==> config.mk <==
export PLATFORM = sky130hd
export DESIGN_NAME = lsu_misalign
export DESIGN_NICKNAME = d
export VERILOG_FILES = /design/src/rtl/lsu_pkg.sv /design/src/rtl/lsu_store_place.sv /design/src/rtl/lsu_load_extract.sv /design/src/rtl/lsu_misalign.sv
export SDC_FILE = /design/constraint.sdc
export NUM_CORES = 1
export LEC_CHECK = 0
export BUFFER_PORTS_ARGS = -buffer_cell sky130_fd_sc_hd__buf_2
export CAP_MARGIN = 20
export CORE_MARGIN = 2
export CORE_UTILIZATION = 40
export CTS_BUF_LIST = sky130_fd_sc_hd__clkbuf_8
export CTS_CLUSTER_DIAMETER = 150
export DETAILED_ROUTE_END_ITERATION = 6
export PLACE_DENSITY = 0.73
export SYNTH_ARGS = -nofsm -noshare
export SYNTH_HDL_FRONTEND = slang
export SYNTH_SLANG_ARGS = --single-unit
==> constraint.sdc <==
create_clock -name clk -period 4.9 [get_ports clk]
set_input_delay 0.735 -clock clk [delete_from_list [all_inputs] [get_ports clk]]
set_output_delay 0.735 -clock clk [all_outputs]
set_load 0.1 [all_outputs]
==> src/rtl/lsu_pkg.sv <==
package lsu_pkg;
  typedef enum logic [1:0] {
    ST_IDLE = 2'd0,
    ST_LO   = 2'd1,
    ST_HI   = 2'd2
  } lsu_state_t;
endpackage

==> src/rtl/lsu_store_place.sv <==
module lsu_store_place #(
  parameter int DATA_W = 32,
  localparam int BYTES = DATA_W / 8,
  localparam int OFF_W = $clog2(BYTES)
) (
  input  logic [OFF_W-1:0]    off,
  input  logic [BYTES-1:0]    keep,
  input  logic                swp,
  input  logic [DATA_W-1:0]   data,
  output logic [2*BYTES-1:0]  be2,
  output logic [2*DATA_W-1:0] wd2
);
  logic [DATA_W-1:0] src;

  // optional byte reversal before lane placement
  for (genvar i = 0; i < BYTES; i++) begin : g_rev
    assign src[8*i +: 8] = swp ? data[8*(BYTES-1-i) +: 8] : data[8*i +: 8];
  end

  // two-word window: low word is the first beat, high word the second
  assign be2 = {{BYTES{1'b0}}, keep} << off;
  assign wd2 = {{DATA_W{1'b0}}, src} << {off, 3'b000};
endmodule

==> src/rtl/lsu_load_extract.sv <==
module lsu_load_extract #(
  parameter int DATA_W = 32,
  localparam int BYTES = DATA_W / 8,
  localparam int OFF_W = $clog2(BYTES)
) (
  input  logic [DATA_W-1:0] lo,
  input  logic [DATA_W-1:0] hi,
  input  logic [OFF_W-1:0]  off,
  input  logic [BYTES-1:0]  keep,
  input  logic              sgn,
  input  logic              swp,
  output logic [DATA_W-1:0] value
);
  logic [2*DATA_W-1:0] win;
  logic [DATA_W-1:0]   raw;
  logic [DATA_W-1:0]   ext;
  logic [BYTES:0]      keep_x;
  logic [BYTES-1:0]    top_sb;
  logic                fill;

  assign win    = {hi, lo} >> {off, 3'b000};
  assign raw    = win[DATA_W-1:0];
  assign keep_x = {1'b0, keep};

  // sign bit comes from the highest kept byte
  for (genvar i = 0; i < BYTES; i++) begin : g_top
    assign top_sb[i] = keep_x[i] & ~keep_x[i+1] & raw[8*i+7];
  end
  assign fill = sgn & (|top_sb);

  for (genvar i = 0; i < BYTES; i++) begin : g_ext
    assign ext[8*i +: 8] = keep[i] ? raw[8*i +: 8] : {8{fill}};
  end

  for (genvar i = 0; i < BYTES; i++) begin : g_swap
    assign value[8*i +: 8] = swp ? ext[8*(BYTES-1-i) +: 8] : ext[8*i +: 8];
  end
endmodule

==> src/rtl/lsu_misalign.sv <==
module lsu_misalign #(
  parameter int ADDR_W = 32,
  parameter int DATA_W = 32,
  localparam int BYTES = DATA_W / 8,
  localparam int OFF_W = $clog2(BYTES),
  localparam int WA_W  = ADDR_W - OFF_W
) (
  input  logic              clk,
  input  logic              rst,
  input  logic              req_valid,
  input  logic              req_write,
  input  logic [1:0]        req_size,
  input  logic              req_signed,
  input  logic              req_swap,
  input  logic [ADDR_W-1:0] req_addr,
  input  logic [DATA_W-1:0] req_wdata,
  output logic              busy,
  output logic              rsp_valid,
  output logic [DATA_W-1:0] rsp_rdata,
  output logic              mem_valid,
  output logic              mem_write,
  output logic [ADDR_W-1:0] mem_addr,
  output logic [BYTES-1:0]  mem_be,
  output logic [DATA_W-1:0] mem_wdata,
  input  logic              mem_ready,
  input  logic [DATA_W-1:0] mem_rdata
);
  import lsu_pkg::*;

  lsu_state_t          state;
  logic [WA_W-1:0]     word_q;
  logic [OFF_W-1:0]    off_q;
  logic [BYTES-1:0]    keep_q;
  logic                sgn_q, swp_q, wr_q;
  logic [2*BYTES-1:0]  be2_q;
  logic [2*DATA_W-1:0] wd2_q;
  logic [DATA_W-1:0]   lo_q;

  logic [BYTES-1:0]    req_keep;
  logic [2*BYTES-1:0]  be2_n;
  logic [2*DATA_W-1:0] wd2_n;
  logic [DATA_W-1:0]   ld_lo, ld_val;
  logic                split_q;
  logic                in_hi;

  // byte mask for a size code; codes beyond the width clamp to a full word
  always_comb begin
    int nb;
    nb = 1 << req_size;
    if (nb > BYTES) nb = BYTES;
    for (int i = 0; i < BYTES; i++) req_keep[i] = (i < nb);
  end

  lsu_store_place #(.DATA_W(DATA_W)) u_place (
    .off  (req_addr[OFF_W-1:0]),
    .keep (req_keep),
    .swp  (req_swap),
    .data (req_wdata),
    .be2  (be2_n),
    .wd2  (wd2_n)
  );

  assign ld_lo = (state == ST_LO) ? mem_rdata : lo_q;

  lsu_load_extract #(.DATA_W(DATA_W)) u_extract (
    .lo    (ld_lo),
    .hi    (mem_rdata),
    .off   (off_q),
    .keep  (keep_q),
    .sgn   (sgn_q),
    .swp   (swp_q),
    .value (ld_val)
  );

  assign split_q = |be2_q[2*BYTES-1:BYTES];
  assign in_hi   = (state == ST_HI);

  always_ff @(posedge clk) begin
    if (rst) begin
      state     <= ST_IDLE;
      rsp_valid <= 1'b0;
      rsp_rdata <= '0;
      word_q    <= '0;
      off_q     <= '0;
      keep_q    <= '0;
      sgn_q     <= 1'b0;
      swp_q     <= 1'b0;
      wr_q      <= 1'b0;
      be2_q     <= '0;
      wd2_q     <= '0;
      lo_q      <= '0;
    end else begin
      rsp_valid <= 1'b0;
      unique case (state)
        ST_IDLE: if (req_valid) begin
          word_q <= req_addr[ADDR_W-1:OFF_W];
          off_q  <= req_addr[OFF_W-1:0];
          keep_q <= req_keep;
          sgn_q  <= req_signed;
          swp_q  <= req_swap;
          wr_q   <= req_write;
          be2_q  <= be2_n;
          wd2_q  <= wd2_n;
          state  <= ST_LO;
        end
        ST_LO: if (mem_ready) begin
          lo_q <= mem_rdata;
          if (split_q) begin
            state <= ST_HI;
          end else begin
            state     <= ST_IDLE;
            rsp_valid <= 1'b1;
            rsp_rdata <= wr_q ? '0 : ld_val;
          end
        end
        ST_HI: if (mem_ready) begin
          state     <= ST_IDLE;
          rsp_valid <= 1'b1;
          rsp_rdata <= wr_q ? '0 : ld_val;
        end
        default: state <= ST_IDLE;
      endcase
    end
  end

  assign busy      = (state != ST_IDLE);
  assign mem_valid = (state != ST_IDLE);
  assign mem_write = wr_q;
  assign mem_addr  = {word_q + WA_W'(in_hi), {OFF_W{1'b0}}};
  assign mem_be    = in_hi ? be2_q[2*BYTES-1:BYTES] : be2_q[BYTES-1:0];
  assign mem_wdata = in_hi ? wd2_q[2*DATA_W-1:DATA_W] : wd2_q[DATA_W-1:0];


  reset_quiet_chk: assert property (@(posedge clk)
    rst |=> (!busy && !rsp_valid && !mem_valid));


  accept_busy_chk: assert property (@(posedge clk) disable iff (rst)
    (req_valid && !busy) |=> busy);


  word_aligned_chk: assert property (@(posedge clk) disable iff (rst)
    mem_valid |-> (mem_addr[OFF_W-1:0] == '0));


  next_word_chk: assert property (@(posedge clk) disable iff (rst)
    (mem_valid && $past(mem_valid && mem_ready)) |->
      (mem_addr == $past(mem_addr) + ADDR_W'(BYTES)));


  lane_used_chk: assert property (@(posedge clk) disable iff (rst)
    mem_valid |-> (mem_be != '0));


  rsp_pulse_chk: assert property (@(posedge clk) disable iff (rst)
    rsp_valid |=> !rsp_valid);


  rsp_idle_chk: assert property (@(posedge clk) disable iff (rst)
    rsp_valid |-> !busy);


  hold_req_chk: assert property (@(posedge clk) disable iff (rst)
    (mem_valid && !mem_ready) |=>
      (mem_valid && $stable(mem_addr) && $stable(mem_be) && $stable(mem_wdata)));


  write_stable_chk: assert property (@(posedge clk) disable iff (rst)
    (mem_valid && $past(mem_valid)) |-> $stable(mem_write));
endmodule

==> impl_metrics.env, run 1 <==
export IMPL_status="finished clean"
export IMPL_dp_hpwl_um=20700
export IMPL_ctsHoldBuffers=0
export IMPL_synth_area_leader_cell="dfxtp_1"
export IMPL_via_count=9345
export IMPL_remaining_drc_errors=0
export IMPL_intPower_uw=2100
export IMPL_nets=1414
export IMPL_grt_usage_pct=22.8
export IMPL_setup_tns_ns=0
export IMPL_overflow=0
export IMPL_synth_edf_count=0
export IMPL_cap_violations=0
export IMPL_pwr_share_comb_pct=30.1
export IMPL_port_buffers=206
export IMPL_clk_insertion_delay_late_ns=0.45
export IMPL_power_share_switching_pct=39.3
export IMPL_syn_area_um2=9540
export IMPL_drt_iter0_markers=950
export IMPL_path_depth=7
export IMPL_synth_area_top_cells="dfxtp_1, nand2_1, a21oi_1"
export IMPL_final_setup_viol_count=0
export IMPL_grt_use_met3_pct=4.25
export IMPL_postCtsSetupRepairBufs=0
export IMPL_synthArstFlopShare_pct=0
export IMPL_hp_class="flip-flop to flip-flop"
export IMPL_worst_pin_slew_ns=1.07
export IMPL_p_per_area_nw_per_um2=313
export IMPL_drt_wl_total_um=29100
export IMPL_rsz0062_at_grt="false"
export IMPL_grt_util_met2_pct=38.4
export IMPL_crit_path_frequent_cell="nand3_1"
export IMPL_min_period_over_period_pct=76.1
export IMPL_slew_violations=0
export IMPL_routabilityCongestion=0.922
export IMPL_synth_seq_cells=169
export IMPL_drtPass1Iterations=5
export IMPL_ys_seq_area_share_pct=35.5
export IMPL_yosysWarnings=0
export IMPL_grt_first_pass_wirelength_um=45200
export IMPL_coreArea_um2=23500
export IMPL_synth_cell_types=57
export IMPL_post_cts_resized=0
export IMPL_die_y_um=158
export IMPL_synthTopCellsByCount="nand2_1, dfxtp_1, nor2_1"
export IMPL_required_ns=4.16
export IMPL_final_core_utilization_pct=47.1
export IMPL_timing_hold_ws_ns=0.448
export IMPL_fmax_ghz=0.268
export IMPL_cts_path_max_buffers=2
export IMPL_synth_top_cell_area_share_pct=35.5
export IMPL_grt_pass1_vias=8472
export IMPL_root_buffer="clkbuf_8"
export IMPL_via_per_inst=5.71
export IMPL_leakagePower_uw=0.00439
export IMPL_final_cells=1638
export IMPL_relSlewSlack_pct=28.5
export IMPL_avgSynthCellArea_um2=8.19
export IMPL_whs_path_depth=2
export IMPL_dp_cells=1602
export IMPL_cts_sinks=169
export IMPL_nFillCells=2304
export IMPL_h_tree_depth=4
export IMPL_grt_use_met1_pct=29.6
export IMPL_period_needed_ns=3.73
export IMPL_busiest_layer="met2"
export IMPL_finalHoldViolations=0
export IMPL_cp_start_kind="flip-flop"
export IMPL_cts_tree="done"
export IMPL_critPathBufInv=1
export IMPL_worst_path_max_fanout=6
export IMPL_pwr_share_clk_pct=26.3
export IMPL_end_kind="primary output"
export IMPL_drive_above_1_share_pct=25.3
export IMPL_syn_inst=1164
export IMPL_wl_per_cell_um=17.8
export IMPL_antenna_found_initial=4
export IMPL_crit_chain="and4_1, nand3_1, nor3_1, and2_0, nand3_1, xnor2_1, buf_2"
export IMPL_syn_to_final_growth_pct=16.0
export IMPL_die_w_um=158
export IMPL_max_stage_delay_ns=0.46
export IMPL_yosysMostFrequentCell="nand2_1"
export IMPL_vdd_drop_max_uv=175
export IMPL_grt_max_degree=82
export IMPL_power_switching_uw=1360
export IMPL_start_util_pct=40.6
export IMPL_dieArea_um2=25100
export IMPL_crit_type="flip-flop to primary output"
export IMPL_crit_slowest_cell="nor3_1"
export IMPL_path_delay_family="simple AND/OR/NAND/NOR gates"
export IMPL_ioPinCount=209
export IMPL_reg2regPathDepth=7
export IMPL_fin_skew_ns=0.0101
export IMPL_rows=56
export IMPL_pwr_share_seq_pct=43.5
export IMPL_ant_nets=0
export IMPL_critical_path_arrival_ns=3.00
export IMPL_path_clk_slew_ns=0.10
export IMPL_numCtsBuffers=17
export IMPL_ys_flop_type="dfxtp_1"
==> state kept, by name (all words and copies together) (netlist names) <==
signal     cells
state          2
rsp_rdata     32
off_q          2
swp_q          1
be2_q          7
keep_q         4
sgn_q          1
wd2_q         56
lo_q          32
word_q        30
mem_write      1
rsp_valid      1
==> kinds of logic after synthesis <==
kind of cell | Yosys count | share of synthesized area (%)
compound gates | 322 | 22.1
xor+xnor | 29 | 2.66
fa+ha+maj | 5 | 0.656
buf+inv | 112 | 5.06
flops | 169 | 35.5
mux | 110 | 14.9
other cells | 1 | 0.0393
simple gates | 416 | 19.1
==> worst reg2reg max path: cells and delay by family (launching register included) <==
family,cells,cell delay [ns]
adders and majority gates,1,0.60
DFF,1,0.33
buffers and inverters,1,0.09
AOI/OAI and AO/OA,3,0.95
and+or+nand+nor,2,0.97
==> placed cells by master, fill, tap and decap left out, drive strengths merged, types with 16 or more instances in the layout <==
master | netlist | routed
a211oi | 34 | 34
a21oi | 125 | 125
a22oi | 45 | 45
buf | 33 | 219
clkbuf | 66 | 18
dfxtp | 169 | 169
inv | 12 | 17
mux2 | 43 | 43
mux2i | 46 | 46
mux4 | 21 | 21
nand2 | 177 | 177
nand3 | 23 | 23
nor2 | 126 | 126
nor2b | 29 | 29
nor3 | 24 | 24
o211ai | 16 | 16
o21ai | 37 | 37
xnor2 | 22 | 22
==> power groups by stage <==
| stage | sequential [uW] | combinational (uW) | clock [uW] |
|---|---|---|---|
| floorplan | 1550 | 788 | 0 |
| global placement | 1540 | 1010 | 0 |
| detailed placement | 1540 | 1020 | 0 |
| CTS | 1510 | 1030 | 937 |
| global route | 1520 | 1110 | 993 |
| finish | 1510 | 1040 | 912 |
==> routing by layer <==
metal | vias up | wire, um
li1 | 4475 | -
met1 | 4410 | 12300
met2 | 413 | 13900
met3 | 47 | 2130
met4 | 0 | 714
met5 | - | 0
==> through the flow <==
stage               area, um2  worst slack, ns  power (uW)
floorplan                9540             1.02        2340
global placement        10600             1.75        2550
detailed placement      10700             1.66        2570
CTS                     11000             1.13        3470
global route            11100            0.876        3620
finish                  11100             1.17        3460
==> area by class of cell <==
cell class / count / area [um2] / share of cell area, %
diodes: 3 / 7.51 / 0.0678
clock buffers: 18 / 248 / 2.24
clock inverters: 13 / 97.6 / 0.882
inverters: 13 / 48.8 / 0.441
multi-input cells: 884 / 5690 / 51.4
flip-flops and latches: 169 / 3380 / 30.6
well taps: 319 / 399 / 3.61
repair buffers: 219 / 1190 / 10.8
==> path summary, 6_finish.rpt <==
check                        to          start  slack (ns)
setup / recovery   mem_addr[30]      word_q[8]        1.17
hold / removal    rsp_rdata[29]  rsp_rdata[29]        0.45
setup reg to reg  rsp_rdata[20]       state[1]        1.87
hold reg to reg   rsp_rdata[29]  rsp_rdata[29]        0.45
Note: power is estimated with default switching activity, not from simulation.
==> inputs of run 2 (changes only) <==
PLACE_DENSITY = 0.75   (was 0.73)
clock period = 3.35 ns   (was 4.9 ns; I/O delays follow)
==> impl_metrics.env, run 2 (synthesis results as in run 1) <==
export IMPL_via_per_inst=5.71
export IMPL_status="finished clean"
export IMPL_design_area_um2=11600
export IMPL_cp_start_kind="flip-flop"
export IMPL_end_kind="primary output"
export IMPL_dieArea_um2=25100
export IMPL_die_w_um=158
export IMPL_grt_use_met1_pct=28.6
export IMPL_grt_usage_pct=23.2
export IMPL_crit_slowest_cell="dfxtp_1"
export IMPL_final_cell_mix="buf_2, nand2_1, dfxtp_1"
export IMPL_period_needed_ns=3.20
export IMPL_root_buffer="clkbuf_8"
export IMPL_ioPinCount=209
export IMPL_numCtsBuffers=17
export IMPL_dp_hpwl_um=21400
export IMPL_start_util_pct=40.6
export IMPL_pwr_share_seq_pct=40.8
export IMPL_critical_path_arrival_ns=2.69
export IMPL_vdd_drop_max_uv=343
export IMPL_max_stage_delay_ns=0.33
export IMPL_setup_tns_ns=0
export IMPL_pwr_share_comb_pct=29.8
export IMPL_drt_iter0_markers=907
export IMPL_cts_sinks=169
export IMPL_drt_wl_total_um=29500
export IMPL_top_regs="wd2_q: 56 flops, lo_q: 32 flops, rsp_rdata: 32 flops"
export IMPL_holdPathEnd="word_q[28]"
export IMPL_r2r_start="state[1]"
export IMPL_whs_path_depth=3
export IMPL_wl_per_cell_um=18.0
export IMPL_dpl_cell_area_um2=11200
export IMPL_final_setup_viol_count=0
export IMPL_crit_type="flip-flop to primary output"
export IMPL_nFillCells=2264
export IMPL_grt_use_met3_pct=6.12
export IMPL_intPower_uw=3390
export IMPL_leakagePower_uw=0.00463
export IMPL_path_clk_slew_ns=0.09
export IMPL_r2r_slack_ns=0.66
export IMPL_die_y_um=158
export IMPL_grt_first_pass_wirelength_um=45900
export IMPL_via_count=9387
export IMPL_cts_path_max_buffers=2
export IMPL_cap_violations=0
export IMPL_busiest_layer="met2"
export IMPL_h_tree_depth=4
export IMPL_hp_class="primary input to flip-flop"
export IMPL_power_share_switching_pct=37.3
export IMPL_fin_skew_ns=0.0134
export IMPL_crit_chain="inv_1, ha_2, ha_1, ha_1, nand3_2, nor2_1, and2_2, nand4_1, xnor2_2, buf_12"
export IMPL_p_per_area_nw_per_um2=464
export IMPL_drtPass1Iterations=5
export IMPL_min_period_over_period_pct=95.4
export IMPL_cts_tree="done"
export IMPL_nets=1421
export IMPL_dp_cells=1609
export IMPL_remaining_drc_errors=0
export IMPL_top_register="wd2_q"
export IMPL_largest_register_ffs=56
export IMPL_routabilityCongestion=0.899
export IMPL_rows=56
export IMPL_port_buffers=206
export IMPL_grt_util_met2_pct=38.1
export IMPL_worstHoldStart="req_addr[30]"
export IMPL_final_common_cell="buf_2"
export IMPL_overflow=0
export IMPL_antenna_found_initial=7
export IMPL_drive_above_1_share_pct=27.1
export IMPL_syn_to_final_growth_pct=22.1
export IMPL_grt_pass1_vias=8786
export IMPL_grt_max_degree=89
export IMPL_worst_pin_slew_ns=0.941
export IMPL_worst_path_max_fanout=6
export IMPL_relSlewSlack_pct=37.3
export IMPL_finalHoldViolations=0
export IMPL_pwr_share_clk_pct=29.4
export IMPL_required_ns=2.85
export IMPL_reg2regPathDepth=7
export IMPL_rr_endpoint="rsp_rdata[18]"
export IMPL_critPathBufInv=2
export IMPL_clk_insertion_delay_late_ns=0.47
export IMPL_power_switching_uw=2020
export IMPL_crit_path_frequent_cell="ha_1"
export IMPL_ant_nets=0
export IMPL_path_delay_family="simple AND/OR/NAND/NOR gates"
export IMPL_coreArea_um2=23500
export IMPL_final_cells=1645
export IMPL_fmax_ghz=0.313
export IMPL_slew_violations=0
## run 2: cell count changes in the layout (fill, tap and decap cells not counted), sizes merged
cell,delta
clkinv,-3
buf,+7
clkbuf,+1
bufinv,+3
inv,-1
## run 2: power by group through the flow
stage | Combinational [uW] | Clock, uW | Sequential [uW]
final | 1610 | 1590 | 2210
after global routing | 1710 | 1710 | 2220
after CTS | 1590 | 1620 | 2210
after detailed placement | 1590 | 0 | 2250
after global placement | 1570 | 0 | 2250
after floorplan | 1160 | 0 | 2270
## run 2: worst max path at each step
stage / cells past startpoint / end / startpoint / slack (ns)
floorplan: 5 / mem_addr[27] / word_q[9] / -0.04
global placement: 7 / mem_addr[26] / word_q[9] / 0.65
detailed placement: 7 / mem_addr[26] / word_q[9] / 0.48
CTS: 9 / mem_addr[18] / state[0] / 0.03
global route: 10 / mem_addr[26] / state[0] / -0.01
finish: 10 / mem_addr[26] / state[0] / 0.15
## run 2: timing repair
item / 4_1_cts / 5_1_grt
buffers inserted: 0 / 0
setup endpoints to repair: 1 / 6
hold buffers: 0 / 0
resized for setup: 2 / 4
pin swaps: 0 / 1
## run 2: final cells by class
class                      instances  area [um2]  area share, %
sequential                       169        3380           29.1
antenna                            3        7.51         0.0645
multi-input combinational        884        5800           49.8
clock buffer                      19         262           2.25
clock inverter                    12         164           1.41
tap                              319         399           3.43
timing repair buffer             226        1580           13.6
inverter                          13        48.8          0.419
## run 2: through the flow
stage / hold slack [ns] / total power, uW / setup WS, ns / utilization (%)
after floorplan: 0.429 / 3430 / -0.0404 / -
after global placement: 0.437 / 3820 / 0.654 / 47.5
after detailed placement: 0.443 / 3840 / 0.481 / 47.5
after CTS: 0.233 / 5420 / 0.0346 / 49.4
after global routing: 0.240 / 5640 / -0.0125 / 49.6
final: 0.268 / 5410 / 0.155 / 49.6
## run 2: layer usage
metal  share of wire, %  vias to the layer above  wire length, um
met2                 47                      404            14000
li1                   -                     4488                -
met1                 40                     4406            11800
met5               0.14                        -               42
met3                8.7                       83             2560
met4                3.8                        6             1130
## run 2: worst register-to-register path: stages (launching register included)
cell and delay [ns]:
dfxtp_1 0.33, inv_1 0.10, ha_2 0.34, buf_4 0.50, mux4_2 0.57, o21ai_0 0.42
a21o_1 0.21, o211ai_1 0.10
==> inputs of run 3 (changes only) <==
CORE_ASPECT_RATIO = 1.4   (was not set)
PLACE_DENSITY = 0.73   (was 0.75)
clock period = 3.4 ns   (was 3.35 ns; I/O delays follow)
==> impl_metrics.env, run 3 (synthesis results as in run 1) <==
export IMPL_largest_register_ffs=56
export IMPL_final_common_cell="buf_2"
export IMPL_drive_above_1_share_pct=26.8
export IMPL_port_buffers=206
export IMPL_rr_endpoint="rsp_rdata[27]"
export IMPL_grt_usage_pct=23.8
export IMPL_final_cell_mix="buf_2, nand2_1, dfxtp_1"
export IMPL_ioPinCount=209
export IMPL_dp_hpwl_um=21900
export IMPL_max_stage_delay_ns=0.34
export IMPL_leakagePower_uw=0.00458
export IMPL_wl_per_cell_um=18.6
export IMPL_cts_path_max_buffers=2
export IMPL_dieArea_um2=25100
export IMPL_vdd_drop_max_uv=376
export IMPL_worst_path_max_fanout=6
export IMPL_grt_first_pass_wirelength_um=47500
export IMPL_worst_pin_slew_ns=1.02
export IMPL_crit_path_frequent_cell="ha_1"
export IMPL_ctsHoldBuffers=0
export IMPL_period_needed_ns=3.18
export IMPL_rsz0062_at_grt="false"
export IMPL_remaining_drc_errors=0
export IMPL_die_y_um=187
export IMPL_r2r_slack_ns=0.55
export IMPL_via_count=9368
export IMPL_fin_skew_ns=0.0205
export IMPL_rows=66
export IMPL_required_ns=2.89
export IMPL_design_area_um2=11500
export IMPL_dpl_cell_area_um2=11100
export IMPL_crit_slowest_cell="dfxtp_1"
export IMPL_syn_to_final_growth_pct=20.7
export IMPL_cts_sinks=169
export IMPL_holdPathEnd="word_q[21]"
export IMPL_ant_nets=0
export IMPL_crit_type="flip-flop to primary output"
export IMPL_nets=1418
export IMPL_drt_wl_total_um=30300
export IMPL_clk_insertion_delay_late_ns=0.48
export IMPL_end_kind="primary output"
export IMPL_fmax_ghz=0.315
export IMPL_cts_tree="done"
export IMPL_top_register="wd2_q"
export IMPL_cap_violations=0
export IMPL_final_setup_viol_count=0
export IMPL_h_tree_depth=4
export IMPL_grt_max_degree=97
export IMPL_hp_class="primary input to flip-flop"
export IMPL_overflow=0
export IMPL_finalHoldViolations=0
export IMPL_critical_path_arrival_ns=2.67
export IMPL_slew_violations=0
export IMPL_drt_iter0_markers=868
export IMPL_start_util_pct=40.8
export IMPL_die_w_um=134
export IMPL_routabilityCongestion=0.887
export IMPL_p_per_area_nw_per_um2=446
export IMPL_top_regs="wd2_q: 56 flops, lo_q: 32 flops, rsp_rdata: 32 flops"
export IMPL_postCtsSetupRepairBufs=0
export IMPL_path_clk_slew_ns=0.09
export IMPL_crit_chain="inv_1, ha_2, ha_1, ha_1, nand3_1, nor2_1, and2_2, nand4_1, xnor2_2, buf_12"
export IMPL_r2r_start="state[1]"
export IMPL_cp_start_kind="flip-flop"
export IMPL_status="finished clean"
export IMPL_worstHoldStart="req_addr[23]"
export IMPL_drtPass1Iterations=6
export IMPL_whs_path_depth=3
export IMPL_reg2regPathDepth=8
export IMPL_numCtsBuffers=17
export IMPL_via_per_inst=5.75
export IMPL_relSlewSlack_pct=32.2
export IMPL_antenna_found_initial=2
export IMPL_root_buffer="clkbuf_8"
export IMPL_grt_pass1_vias=8869
export IMPL_coreArea_um2=23400
export IMPL_setup_tns_ns=0
export IMPL_min_period_over_period_pct=93.4
[run 3: cell types whose count changed in the layout (fill, tap and decap cells not counted), sizes merged]
cell / previous run / this run
buf: 226 / 223
bufinv: 3 / 0
clkbuf: 19 / 18
clkinv: 3 / 5
clkinvlp: 3 / 2
diode: 3 / 2
inv: 16 / 20
[run 3: final cells by class]
class                      instances  area [um2]
antenna                            2        5.00
inverter                          13        48.8
tap                              306         383
clock inverter                    14         113
sequential                       169        3380
clock buffer                      18         248
multi-input combinational        884        5790
timing repair buffer             223        1530
fill                            2303       11900
[run 3: power breakdown]
group	internal [uW]	switching [uW]	total [uW]
Sequential	2090	95.9	2180
Clock	542	833	1380
Combinational	473	1110	1580
[run 3: critical path: cells and delay by family, from the launching register on]
family / cells / cell delay, ns
buffers and inverters: 2 / 0.29
and+or+nand+nor: 4 / 0.79
xor gates and xnor gates: 1 / 0.23
adders and majority gates: 3 / 0.56
DFF: 1 / 0.34
[run 3: timing repair]
item,CTS,global route
pin swaps,0,0
endpoints found under the setup margin,1,7
resized for setup,1,4
gates cloned,0,0
[run 3: per-stage QoR]
stage          hold WS [ns]  instances  setup WS, ns  util [%]  total power [uW]
2_1_floorplan         0.429       1165       0.00213         -              3380
3_3_place_gp          0.435       1595         0.590      47.6              3770
3_5_place_dp          0.443       1595         0.545      47.6              3800
4_1_cts               0.236       1627        0.0632      49.2              5160
5_1_grt               0.243       1628        0.0153      49.2              5360
6_report              0.269       1629         0.224      49.3              5140
[run 3: worst max-delay path by stage]
stage	from	to	slack (ns)	depth (start not counted)
floorplan	word_q[9]	mem_addr[27]	0.002	5
global placement	word_q[9]	mem_addr[26]	0.59	7
detailed placement	state[1]	rsp_rdata[2]	0.54	9
CTS	state[0]	mem_addr[26]	0.06	10
global route	state[0]	mem_addr[26]	0.02	10
finish	state[0]	mem_addr[26]	0.22	10
[run 3: metal layers]
metal / wire length [um] / global-route usage (%)
met3: 1820 / 4.24
met2: 15800 / 42.4
met5: 0 / 0
met4: 1100 / 10.6
met1: 11600 / 27.5
